--- src/rtl/dbt_pkg.sv ---
// Package: shared widths and the saturating deviation helper.
// Assumes unsigned samples; deviation is two's complement of equal width.
package dbt_pkg;
    parameter int SMP_W  = 16;
    parameter int RATE_W = 8;

    // Difference a-b clamped to the signed range of SMP_W bits.
    function automatic logic [SMP_W-1:0] sat_diff(input logic [SMP_W-1:0] a,
                                                 input logic [SMP_W-1:0] b);
        logic [SMP_W:0] d;
        d = {1'b0, a} - {1'b0, b};
        if (d[SMP_W] != d[SMP_W-1])
            return d[SMP_W] ? {1'b1, {(SMP_W-1){1'b0}}} : {1'b0, {(SMP_W-1){1'b1}}};
        return d[SMP_W-1:0];
    endfunction
endpackage

--- src/rtl/dbt_timebase.sv ---
// Tick prescaler: derives drift and timeout unit strobes from burst ticks.
// Assumes FINE_DIV and COARSE_DIV are powers of two, COARSE_DIV >= FINE_DIV.
module dbt_timebase #(
    parameter int FINE_DIV   = 16,
    parameter int COARSE_DIV = 256
) (
    input  logic clk,
    input  logic rst_n,
    input  logic tick_i,
    input  logic sleep_en_i,
    output logic drift_unit_o,
    output logic hold_unit_o
);
    localparam int PRE_W  = $clog2(COARSE_DIV);
    localparam int FINE_W = $clog2(FINE_DIV);

    logic [PRE_W-1:0] pre_q;
    logic             fine_end;
    logic             coarse_end;

    // Count ticks since reset.
    always_ff @(posedge clk) begin
        if (!rst_n)      pre_q <= '0;
        else if (tick_i) pre_q <= pre_q + PRE_W'(1);
    end

    // Unit boundaries fall on the last tick of each fine or coarse span.
    always_comb begin
        fine_end     = tick_i && (pre_q[FINE_W-1:0] == {FINE_W{1'b1}});
        coarse_end   = tick_i && (pre_q == {PRE_W{1'b1}});
        drift_unit_o = sleep_en_i ? tick_i   : fine_end;
        hold_unit_o  = sleep_en_i ? fine_end : coarse_end;
    end
endmodule

--- src/rtl/dbt_rate_timer.sv ---
// Drift rate timer: strobes step_o once every (rate_i+1) unit strobes.
// Assumes the all-ones rate value means "never step".
module dbt_rate_timer #(
    parameter int RATE_W = 8
) (
    input  logic              clk,
    input  logic              rst_n,
    input  logic              unit_i,
    input  logic [RATE_W-1:0] rate_i,
    output logic              step_o
);
    logic [RATE_W-1:0] cnt_q;
    logic              off;

    // Step decision from the unit strobe and the elapsed count.
    always_comb begin
        off    = (rate_i == {RATE_W{1'b1}});
        step_o = unit_i && !off && (cnt_q >= rate_i);
    end

    // Advance the interval count; wrap on each step.
    always_ff @(posedge clk) begin
        if (!rst_n || off) cnt_q <= '0;
        else if (unit_i)   cnt_q <= step_o ? '0 : cnt_q + RATE_W'(1);
    end
endmodule

--- src/rtl/dbt_channel.sv ---
// One channel: reference register, latest sample, maximum-on timer.
// Assumes step and unit strobes are single-cycle and shared by all channels.
module dbt_channel #(
    parameter int SMP_W  = 16,
    parameter int RATE_W = 8
) (
    input  logic              clk,
    input  logic              rst_n,
    input  logic [SMP_W-1:0]  smp_i,
    input  logic              vld_i,
    input  logic              det_i,
    input  logic              up_step_i,
    input  logic              dn_step_i,
    input  logic              hold_unit_i,
    input  logic [RATE_W-1:0] hold_lim_i,
    output logic [SMP_W-1:0]  dev_o,
    output logic              recal_o
);
    logic [SMP_W-1:0]  ref_q;
    logic [SMP_W-1:0]  live_q;
    logic              init_q;
    logic [RATE_W-1:0] hold_q;
    logic              fire;
    logic [SMP_W-1:0]  load_val;

    // Timeout decision and the value a reload takes.
    always_comb begin
        fire     = init_q && det_i && hold_unit_i &&
                   (hold_lim_i != {RATE_W{1'b1}}) && (hold_q >= hold_lim_i);
        load_val = vld_i ? smp_i : live_q;
        dev_o    = dbt_pkg::sat_diff(live_q, ref_q);
    end

    // Latest sample, first-load flag and recalibration pulse.
    always_ff @(posedge clk) begin
        if (!rst_n) begin
            live_q  <= '0;
            init_q  <= 1'b0;
            recal_o <= 1'b0;
        end else begin
            if (vld_i) live_q <= smp_i;
            if (vld_i) init_q <= 1'b1;
            recal_o <= fire;
        end
    end

    // Reference: first load, then reload on timeout, else one-count drift.
    always_ff @(posedge clk) begin
        if (!rst_n) begin
            ref_q <= '0;
        end else if (!init_q) begin
            if (vld_i) ref_q <= smp_i;
        end else if (fire) begin
            ref_q <= load_val;
        end else if (!det_i) begin
            if (up_step_i && (live_q > ref_q))      ref_q <= ref_q + SMP_W'(1);
            else if (dn_step_i && (live_q < ref_q)) ref_q <= ref_q - SMP_W'(1);
        end
    end

    // Maximum-on timer: counts units while detecting, restarts when idle.
    always_ff @(posedge clk) begin
        if (!rst_n || !det_i || !init_q) hold_q <= '0;
        else if (hold_unit_i) begin
            if (fire)                            hold_q <= '0;
            else if (hold_q != {RATE_W{1'b1}})   hold_q <= hold_q + RATE_W'(1);
        end
    end
endmodule

--- src/rtl/drift_baseline_tracker.sv ---
// Top: shared timebase and rate timers feeding one tracker per channel.
// Assumes tick_i is a single-cycle strobe; rates are common to all channels.
module drift_baseline_tracker #(
    parameter int NUM_CH     = 2,
    parameter int SMP_W      = dbt_pkg::SMP_W,
    parameter int RATE_W     = dbt_pkg::RATE_W,
    parameter int FINE_DIV   = 16,
    parameter int COARSE_DIV = 256
) (
    input  logic                     clk,
    input  logic                     rst_n,
    input  logic [NUM_CH*SMP_W-1:0]  smp_i,
    input  logic [NUM_CH-1:0]        smp_vld_i,
    input  logic [NUM_CH-1:0]        det_i,
    input  logic                     tick_i,
    input  logic                     sleep_en_i,
    input  logic [RATE_W-1:0]        up_rate_i,
    input  logic [RATE_W-1:0]        dn_rate_i,
    input  logic [NUM_CH*RATE_W-1:0] hold_lim_i,
    output logic [NUM_CH*SMP_W-1:0]  dev_o,
    output logic [NUM_CH-1:0]        recal_o
);
    logic drift_unit;
    logic hold_unit;
    logic up_step;
    logic dn_step;

    dbt_timebase #(.FINE_DIV(FINE_DIV), .COARSE_DIV(COARSE_DIV)) u_tb (
        .clk(clk), .rst_n(rst_n), .tick_i(tick_i), .sleep_en_i(sleep_en_i),
        .drift_unit_o(drift_unit), .hold_unit_o(hold_unit)
    );

    dbt_rate_timer #(.RATE_W(RATE_W)) u_up (
        .clk(clk), .rst_n(rst_n), .unit_i(drift_unit), .rate_i(up_rate_i), .step_o(up_step)
    );

    dbt_rate_timer #(.RATE_W(RATE_W)) u_dn (
        .clk(clk), .rst_n(rst_n), .unit_i(drift_unit), .rate_i(dn_rate_i), .step_o(dn_step)
    );

    for (genvar c = 0; c < NUM_CH; c++) begin : g_ch
        dbt_channel #(.SMP_W(SMP_W), .RATE_W(RATE_W)) u_ch (
            .clk(clk), .rst_n(rst_n),
            .smp_i(smp_i[c*SMP_W +: SMP_W]), .vld_i(smp_vld_i[c]), .det_i(det_i[c]),
            .up_step_i(up_step), .dn_step_i(dn_step), .hold_unit_i(hold_unit),
            .hold_lim_i(hold_lim_i[c*RATE_W +: RATE_W]),
            .dev_o(dev_o[c*SMP_W +: SMP_W]), .recal_o(recal_o[c])
        );
    end
endmodule

--- config.mk ---
export PLATFORM = sky130hd
export DESIGN_NAME = drift_baseline_tracker
export DESIGN_NICKNAME = d
export VERILOG_FILES = /design/src/rtl/dbt_pkg.sv /design/src/rtl/dbt_timebase.sv /design/src/rtl/dbt_rate_timer.sv /design/src/rtl/dbt_channel.sv /design/src/rtl/drift_baseline_tracker.sv
export SDC_FILE = /design/constraint.sdc
export NUM_CORES = 1
export LEC_CHECK = 0
export BUFFER_PORTS_ARGS = -buffer_cell sky130_fd_sc_hd__buf_2
export CELL_PAD_IN_SITES_DETAIL_PLACEMENT = 1
export CELL_PAD_IN_SITES_GLOBAL_PLACEMENT = 1
export CORE_UTILIZATION = 33
export CTS_CLUSTER_DIAMETER = 100
export DETAILED_ROUTE_END_ITERATION = 7
export PLACE_DENSITY = 0.65
export SYNTH_ARGS = -nofsm -noshare
export SYNTH_HDL_FRONTEND = slang
export SYNTH_HIERARCHICAL = 1
export SYNTH_SLANG_ARGS = --single-unit
--- constraint.sdc ---
create_clock -name clk -period 9.6 [get_ports clk]
set_clock_uncertainty 0.05 [all_clocks]
set_input_delay 1.92 -clock clk [delete_from_list [all_inputs] [get_ports clk]]
set_output_delay 1.92 -clock clk [all_outputs]
set_load 0.1 [all_outputs]
# After elaboration in Yosys (flattened, before gate mapping)
# Cells that the tools add are included.
[totals] ff_bits=108 out_inout_bits=34 word_cells=115
[classes] add_sub_neg=11 magnitude_cmp=8 eq_ne=14 n_mux=30 reduce_logical=39
[ops] operator="16-bit two-way mux" count=20
[ops] operator="8-bit two-way mux" count=6
[ops] operator="8-bit by 1-bit adder with 8-bit output (second input constant)" count=5
[ops] operator="16-bit by 16-bit subtractor with 17-bit output" count=2
[ops] operator="16-bit by 1-bit adder with 16-bit output (second input constant)" count=2
[ops] operator="8-bit >= comparator" count=4
[ops] operator="16-bit > comparator" count=2
[ops] operator="16-bit < comparator" count=2
[ops] operator="8-bit != test (second input constant)" count=4
[ops] operator="16-bit by 1-bit subtractor with 16-bit output (second input constant)" count=2
[ops] operator="8-bit == test (second input constant)" count=3
[ops] operator="1-bit logical AND" count=18
[ops] operator="4-bit != test (second input constant)" count=2
[ops] operator="2-bit nonzero test" count=4
[ops] operator="1-bit zero test" count=7
[ops] operator="1-bit logical OR" count=6
[ops] operator="3-bit != test (second input constant)" count=2
[ops] operator="3-bit AND reduction" count=2
[ops] operator="4-bit == test (second input constant)" count=1
[ops] operator="1-bit two-way mux" count=4
[ops] operator="2-bit AND reduction" count=2
[ops] operator="1-bit != test" count=2

# Logic depth before layout (Yosys ltp)
# Gate-level depths: netlist (run 1).
[depth] word_depth=11 ltp_mapped=20

# Modules after synthesis
# Netlist (run 1), hierarchy kept.
[modules_own_cells] module="dbt_channel" instances=2 cells_each=461 area_each_um2=3757.4 seq_area_each_um2=840.8
[modules_own_cells] module="dbt_rate_timer" instances=2 cells_each=67 area_each_um2=574.3 seq_area_each_um2=160.2
[modules_own_cells] module="dbt_timebase" instances=1 cells_each=40 area_each_um2=385.4 seq_area_each_um2=160.2

# Least setup slack after synthesis (run 1)
# No wires, ideal clock.
[synth_timing] path_type="register to output" from="reg g_ch[0].u_ch.ref_q[0]" to="out dev_o[0]" arrival_ns=3.861 required_time_ns=7.630 path_slack_ns=3.769 path_stages_with_launch=11 cell_sequence="dfxtp_1 -> ha_1 -> fa_1 -> nand2b_1 -> a21oi_1 -> o21ai_0 -> a21oi_1 -> a21oi_1 -> o21ai_2 -> nand2_1 -> a21oi_1"
[synth_via] elab_chain_len=4
[synth_rtl] item="start: declaration" line="dbt_channel.sv:19" source="logic [SMP_W-1:0] ref_q;"
[synth_rtl] item="start signal: assignment" line="dbt_channel.sv:52" source="if (vld_i) ref_q <= smp_i;"
[synth_rtl] item="start signal: assignment" line="dbt_channel.sv:54" source="ref_q <= load_val;"
[synth_rtl] item="start signal: assignment" line="dbt_channel.sv:56" source="if (up_step_i && (live_q > ref_q)) ref_q <= ref_q + SMP_W'(1);"
[synth_rtl] item="16-bit by 16-bit subtractor with 17-bit output (*)" line="dbt_pkg.sv:11" source="d = {1'b0, a} - {1'b0, b};"
[synth_rtl] item="16-bit two-way mux / 1-bit != test (equally long branches)" line="dbt_pkg.sv:13, dbt_pkg.sv:12"
[synth_rtl] item="16-bit two-way mux / 1-bit two-way mux (equally long branches)" line="dbt_pkg.sv:12" source="if (d[SMP_W] != d[SMP_W-1])"
[synth_rtl] item="16-bit two-way mux (*)" line="dbt_pkg.sv:14" source="return d[SMP_W-1:0];"
[synth_rtl] item="end: declaration" line="drift_baseline_tracker.sv:20" source="output logic [NUM_CH*SMP_W-1:0] dev_o,"
# Every way passes the cells marked *; elsewhere a longest branch is shown, timed or not. The select of a mux whose other input is x is not followed.

# Worst setup path after layout (run 1)
[layout_timing] from="in up_rate_i[7]" to="reg g_ch[1].u_ch.ref_q[13]"
[layout_via] elab_chain_len=9
[layout_rtl] item="start: declaration" line="drift_baseline_tracker.sv:17" source="input logic [RATE_W-1:0] up_rate_i,"
[layout_rtl] item="branches (longest 3 deep; another with 8-bit >= comparator)"
[layout_rtl] item="1-bit logical AND (*)" line="dbt_rate_timer.sv:18" source="step_o = unit_i && !off && (cnt_q >= rate_i);"
[layout_rtl] item="net up_step" line="drift_baseline_tracker.sv:25" source="logic up_step;"
[layout_rtl] item="1-bit logical AND (*)" line="dbt_channel.sv:56"
[layout_rtl] item="16-bit two-way mux" line="dbt_channel.sv:56"
[layout_rtl] item="16-bit two-way mux" line="dbt_channel.sv:55" source="end else if (!det_i) begin"
[layout_rtl] item="16-bit two-way mux" line="dbt_channel.sv:53" source="end else if (fire) begin"
[layout_rtl] item="16-bit two-way mux" line="dbt_channel.sv:51" source="end else if (!init_q) begin"
[layout_rtl] item="end signal: assignment" line="dbt_channel.sv:52"
[layout_rtl] item="end signal: assignment" line="dbt_channel.sv:54"
[layout_rtl] item="end signal: assignment" line="dbt_channel.sv:56"
[layout_rtl] item="end: declaration" line="dbt_channel.sv:19"
# Mark *: on every way through the listed nets, which the timed path passes. The select of a mux whose other input is x is not followed.
# A chain may end at the register's enable or synchronous reset.

==> results of run 1 <==
==> critical path: cells and delay by family <==
family                     cells  cell delay [ps]
and+or+nand+nor                3              510
adders and majority gates      2              680
xor gates and xnor gates       1              170
AOI/OAI and AO/OA             10             2710
buffers and inverters          2              130
==> power groups by stage <==
| stage | clock network, W | registers, W | logic, W |
|---|---|---|---|
| floorplan | 0 | 0.000500 | 0.00109 |
| global placement | 0 | 0.000513 | 0.00127 |
| detailed placement | 0 | 0.000514 | 0.00129 |
| CTS | 0.000422 | 0.000503 | 0.00129 |
| global route | 0.000437 | 0.000507 | 0.00137 |
| finish | 0.000409 | 0.000504 | 0.00128 |
==> per-layer routing <==
| metal | vias up | share of wire, % | global-route usage (%) |
|---|---|---|---|
| met5 | - | 0 | 0 |
| met2 | 114 | 42 | 28.9 |
| met1 | 3919 | 54 | 28.2 |
| li1 | 4179 | - | - |
| met3 | 11 | 3.1 | 2.08 |
| met4 | 0 | 0.66 | 3.87 |
==> worst paths after layout <==
check	startpoint	to	slack, ps
worst max-delay path	up_rate_i[7]	g_ch[1].u_ch/ref_q[13]	3630
worst min-delay path	g_ch[1].u_ch/live_q[0]	g_ch[1].u_ch/live_q[0]	450
worst max register to register	u_up/cnt_q[0]	g_ch[0].u_ch/ref_q[14]	4840
worst min register to register	g_ch[1].u_ch/live_q[0]	g_ch[1].u_ch/live_q[0]	450
==> area by class of cell <==
type	count	area, um2
Clock inverter	6	86.3
Clock buffer	10	229
Multi-Input combinational cell	875	6400
Timing Repair Buffer	110	563
Tap cell	341	427
Fill cell	3273	16800
Inverter	88	330
Sequential cell	108	2160
==> synthesized netlist by cell type (3+ instances only) <==
cell and n:
inv_1 88, o31ai_1 6, or4_1 5, a21o_1 30
o221ai_2 4, clkbuf_1 14, ha_1 101, and3_1 8
nand2b_1 21, a41oi_1 3, nor3_1 24, o21ai_0 33
dfxtp_1 108, o211ai_1 9, xnor2_1 47, nor2_2 8
o21a_1 8, o31a_1 4, a22oi_1 6, a21oi_1 88
nand3_1 34, and2_1 6, maj3_1 10, o22ai_1 20
fa_1 4, nor2_1 99, nand2_1 63, buf_6 5
nand2_2 3, nand4_1 28, o21ai_1 12, xor2_1 31
a22o_1 10, o21bai_1 10, a211oi_1 6, nor2b_1 9
a211oi_2 6, mux2i_1 45, a221oi_1 4, a31oi_1 16
==> sequential cells by signal (all words and copies together) (netlist names) <==
name	count
g_ch.u_ch/live_q	32
g_ch.u_ch/ref_q	32
g_ch.u_ch/hold_q	16
u_dn/cnt_q	8
u_tb/pre_q	8
u_up/cnt_q	8
g_ch.u_ch/init_q	2
g_ch.u_ch/recal_o	2
==> kinds of logic (layout without fill, tap and decap cells) <==
group	Yosys count	count (layout)	synth area share, %
AOI/OAI and AO/OA	311	311	24.1
xor gates and xnor gates	80	80	7.91
muxes	45	45	4.98
adders and majority gates	115	115	16.0
and+or+nand+nor	324	324	17.8
buffers and inverters	113	214	5.38
DFF	108	108	23.9
==> cells in the final DEF (no fill, tap or decap), types with 6 or more instances in the layout <==
master     synthesis  routed
dfxtp_1          108     108
buf_2              0     105
ha_1             101     101
nor2_1            99      99
inv_1             88      88
a21oi_1           88      88
nand2_1           63      63
xnor2_1           47      47
mux2i_1           45      45
nand3_1           34      34
o21ai_0           33      33
xor2_1            31      31
a21o_1            30      30
nand4_1           28      28
nor3_1            24      24
nand2b_1          21      21
o22ai_1           20      20
a31oi_1           16      16
o21ai_1           12      12
o21bai_1          10      10
maj3_1            10      10
a22o_1            10      10
clkbuf_16          0       9
o211ai_1           9       9
nor2b_1            9       9
o21a_1             8       8
and3_1             8       8
nor2_2             8       8
a211oi_1           6       6
and2_1             6       6
a22oi_1            6       6
a211oi_2           6       6
o31ai_1            6       6
==> per-stage QoR <==
step	power, W	setup WS (ps)	hold slack [ps]	instances
detailed placement	0.00180	3300	435	1522
finish	0.00220	3630	451	1538
floorplan	0.00159	3770	401	1096
global placement	0.00179	3510	425	1522
global route	0.00232	3310	483	1538
CTS	0.00222	3690	454	1538
==> impl_metrics.env, run 1 <==
export IMPL_setup_viol=0
export IMPL_ctsHoldBuffers=0
export IMPL_clkPwrFrac_pct=18.6
export IMPL_dieHeight_um=168
export IMPL_start_util_pct=33.6
export IMPL_ioPinCount=106
export IMPL_drtIter0Drc=435
export IMPL_cp_slowest_cell="o211a_1"
export IMPL_start_kind="input pin"
export IMPL_slew_violations=0
export IMPL_syn_avg_cell_area_um2=8.26
export IMPL_ys_flop_type="dfxtp_1"
export IMPL_wirelength_um=26200
export IMPL_die_w_um=168
export IMPL_netlist_instances=1096
export IMPL_vias=8223
export IMPL_grt_start_max_net_pins=32
export IMPL_gr_total_overflow=0
export IMPL_tns_ps=0
export IMPL_cts_tree="built"
export IMPL_min_path_cells=2
export IMPL_worstSetupEndpointType="register"
export IMPL_synth_seq_area_share_pct=23.9
export IMPL_final_area_mm2=0.0102
export IMPL_grt_use_total_pct=18.9
export IMPL_power_net_switching_w=0.00116
export IMPL_grt_pass1_vias=8265
export IMPL_ys_ff_latch=108
export IMPL_cts_buffer_depth=2
export IMPL_period_share_pct=62.2
export IMPL_ant_nets=0
export IMPL_place_congestion=0.812
export IMPL_antenna_found_initial=0
export IMPL_max_stage_delay_ps=520
export IMPL_yosysUniqueCellTypes=71
export IMPL_final_core_util_pct=37.8
export IMPL_leakage_nw=4.55
export IMPL_ys_warn_count=6
export IMPL_grt_first_pass_wirelength_um=43400
export IMPL_clkSinkCount=108
export IMPL_tightest_slew_ps=994
export IMPL_synth_nets=1273
export IMPL_postCtsSetupBuffers=0
export IMPL_min_period_ps=5970
export IMPL_nets=1369
export IMPL_synth_edf_count=0
export IMPL_max_slew_margin_pct=33.4
export IMPL_synth_largest_area_cell="dfxtp_1"
export IMPL_p_int_w=0.00103
export IMPL_yosysTopAreaCellShare_pct=23.9
export IMPL_reg2reg_depth=18
export IMPL_die_area_mm2=0.0281
export IMPL_antenna_cells=0
export IMPL_maxCapViolCount=0
export IMPL_mappedNetlistArea_mm2=0.00905
export IMPL_routed_via_density=5.35
export IMPL_combPwrFrac_pct=58.4
export IMPL_async_flop_share_pct=0
export IMPL_status="complete, no violations"
export IMPL_p_sw_share_pct=53.0
export IMPL_seq_power_share_pct=22.9
export IMPL_fmax_ghz=0.167
export IMPL_dp_hpwl_um=20600
export IMPL_crit_chain="buf_2 > inv_1 > ha_1 > nand4_1 > a221oi_1 > o211a_1 > o41ai_1 > nor3_1 > a21oi_4 > ha_1 > a211oi_1 > o21ai_0 > a211oi_1 > o21bai_1 > xnor2_1 > nor2_1 > a221oi_1 > a211oi_2"
export IMPL_area_delta_synth_final_pct=12.7
export IMPL_path_clk_slew_ps=70
export IMPL_crit_fanout=21
export IMPL_drc=0
export IMPL_drive_gt1_share_pct=14.5
export IMPL_clock_latency_ps=360
export IMPL_power_density_mw_per_mm2=215
export IMPL_wl_per_cell_um=17.0
export IMPL_hold_viol=0
export IMPL_dr_pass1_iters=5
export IMPL_critPathArrivalTime_ps=6120
export IMPL_post_cts_resized=0
export IMPL_htreeDepth=3
export IMPL_cts_inserted_buffers=9
export IMPL_dpl_instance_area_mm2=0.00988
export IMPL_hold_path_class="reg -> reg"
export IMPL_io_buffer_count=105
export IMPL_synthTopCellsByArea="dfxtp_1 (24%), ha_1 (14%), mux2i_1 (5.0%), a21oi_1 (4.9%), xnor2_1 (4.5%)"
export IMPL_cts_root_buf="clkbuf_16"
export IMPL_rsz0062_at_grt="no"
export IMPL_cp_data_required_time_ps=9750
export IMPL_rows=60
export IMPL_ir_worst_vdd_mv=0.101
export IMPL_path_class="in -> reg"
export IMPL_coreArea_mm2=0.0270
No activity file was read; power rests on OpenSTA's default activity.
==> inputs of run 2 (changes only) <==
Settings changed: PLACE_DENSITY 0.65 to 0.67.
Clock period 9.6 ns to 5.4 ns, I/O delays scaled along.
==> impl_metrics.env, run 2 (synthesis gave the netlist of run 1 again) <==
export IMPL_postCtsSetupBuffers=0
export IMPL_grt_use_total_pct=19.0
export IMPL_drtIter0Drc=390
export IMPL_final_area_mm2=0.0103
export IMPL_r2r_slack_ps=810
export IMPL_ir_worst_vdd_mv=0.196
export IMPL_coreArea_mm2=0.0270
export IMPL_hold_path_class="reg -> reg"
export IMPL_clkSinkCount=108
export IMPL_gr_total_overflow=0
export IMPL_drive_gt1_share_pct=15.1
export IMPL_dpl_instance_area_mm2=0.00995
export IMPL_reg2reg_depth=16
export IMPL_clock_latency_ps=360
export IMPL_path_class="reg -> out"
export IMPL_clkPwrFrac_pct=18.5
export IMPL_leakage_nw=4.59
export IMPL_combPwrFrac_pct=58.6
export IMPL_min_period_ps=5030
export IMPL_ioPinCount=106
export IMPL_fmax_ghz=0.199
export IMPL_cts_buffer_depth=2
export IMPL_setup_viol=0
export IMPL_ctsHoldBuffers=0
export IMPL_rows=60
export IMPL_place_congestion=0.841
export IMPL_dr_pass1_iters=4
export IMPL_grt_pass1_vias=8164
export IMPL_start_util_pct=33.6
export IMPL_grt_first_pass_wirelength_um=43200
export IMPL_mostFrequentLayoutCells="dfxtp_1 (108), buf_2 (105), ha_1 (101)"
export IMPL_ant_nets=0
export IMPL_wl_per_cell_um=17.2
export IMPL_period_share_pct=93.1
export IMPL_r2r_end="g_ch[0].u_ch/ref_q[14]"
export IMPL_die_area_mm2=0.0281
export IMPL_grt_start_max_net_pins=31
export IMPL_path_clk_slew_ps=80
export IMPL_nets=1378
export IMPL_htreeDepth=3
export IMPL_power_density_mw_per_mm2=381
export IMPL_routed_via_density=5.36
export IMPL_final_common_cell="dfxtp_1"
export IMPL_largestRegisters="g_ch.u_ch/live_q x32, g_ch.u_ch/ref_q x32, g_ch.u_ch/hold_q x16"
export IMPL_antenna_found_initial=2
export IMPL_p_sw_share_pct=52.9
export IMPL_tns_ps=0
export IMPL_cp_data_required_time_ps=4270
export IMPL_maxCapViolCount=0
export IMPL_hold_viol=0
export IMPL_drc=0
export IMPL_vias=8305
export IMPL_post_cts_resized=0
export IMPL_area_delta_synth_final_pct=13.5
export IMPL_cts_tree="built"
export IMPL_worstSetupEndpointType="output pin"
export IMPL_status="complete, no violations"
export IMPL_dieHeight_um=168
export IMPL_crit_fanout=10
export IMPL_critPathArrivalTime_ps=3900
export IMPL_cts_inserted_buffers=9
export IMPL_start_kind="register"
export IMPL_timing_rr_start="g_ch[0].u_ch/ref_q[10]"
export IMPL_crit_end="dev_o[0]"
export IMPL_max_slew_margin_pct=23.8
export IMPL_rsz0062_at_grt="no"
export IMPL_io_buffer_count=105
export IMPL_totalPowerFinal_w=0.00392
export IMPL_die_w_um=168
export IMPL_final_core_util_pct=38.1
export IMPL_seq_power_share_pct=22.9
export IMPL_tightest_slew_ps=1140
export IMPL_power_net_switching_w=0.00207
export IMPL_slew_violations=0
export IMPL_wirelength_um=26700
export IMPL_cts_root_buf="clkbuf_16"
export IMPL_p_int_w=0.00184
export IMPL_startpoint="g_ch[0].u_ch/ref_q[0]"
export IMPL_dp_hpwl_um=21200
-- run 2: cell count changes in the layout (fill, tap and decap cells not counted), sizes merged --
cell | before | now
inv | 89 | 88
clkinvlp | 1 | 2
buf | 110 | 119
diode | 0 | 1
-- run 2: power groups by stage --
stage | Clock [W] | Sequential (W) | Combinational (W)
5_1_grt | 0.000780 | 0.000903 | 0.00244
2_1_floorplan | 0 | 0.000889 | 0.00193
4_1_cts | 0.000746 | 0.000896 | 0.00231
3_3_place_gp | 0 | 0.000913 | 0.00227
3_5_place_dp | 0 | 0.000915 | 0.00230
6_report | 0.000725 | 0.000897 | 0.00230
-- run 2: worst min-delay path by stage --
| stage | slack, ps | from | end | depth (start not counted) |
|---|---|---|---|---|
| floorplan | 400 | u_tb/pre_q[7] | u_tb/pre_q[7] | 2 |
| global placement | 420 | u_tb/pre_q[7] | u_tb/pre_q[7] | 2 |
| detailed placement | 430 | g_ch[0].u_ch/live_q[0] | g_ch[0].u_ch/live_q[0] | 2 |
| CTS | 450 | u_tb/pre_q[7] | u_tb/pre_q[7] | 2 |
| global route | 460 | u_tb/pre_q[7] | u_tb/pre_q[7] | 2 |
| finish | 450 | u_tb/pre_q[7] | u_tb/pre_q[7] | 2 |
-- run 2: cell type report --
class,count,area (um2)
clock buffers,10,229
fillers,3253,16700
flip-flops and latches,108,2160
multi-input cells,875,6400
inverters,88,330
diodes,1,2.50
well taps,341,427
repair buffers,119,631
clock inverters,6,88.8
-- run 2: metal layers --
layer | vias to the layer above | wire length, um | track usage, % | share of wire [%]
met5 | - | 10 | 0 | 0.037
met4 | 2 | 277 | 5.11 | 1.0
met3 | 15 | 738 | 1.70 | 2.8
met2 | 124 | 11500 | 29.2 | 43
met1 | 3960 | 14200 | 28.0 | 53
li1 | 4204 | - | - | -
-- run 2: through the flow --
| step | setup WS (ps) | hold slack [ps] | cells |
|---|---|---|---|
| global route | 61.9 | 462 | 1547 |
| global placement | 401 | 417 | 1531 |
| detailed placement | 236 | 434 | 1531 |
| CTS | 355 | 450 | 1547 |
| floorplan | 409 | 401 | 1096 |
| finish | 372 | 450 | 1548 |
-- run 2: worst max-delay path: stages, from the launching register on --
cell,delay [ps]
dfxtp_1,390
ha_1,280
fa_1,430
nand2b_1,190
a21oi_1,210
o21ai_0,160
a21oi_1,330
a21oi_1,160
o21ai_2,380
nand2_1,320
a21oi_1,240
buf_2,450
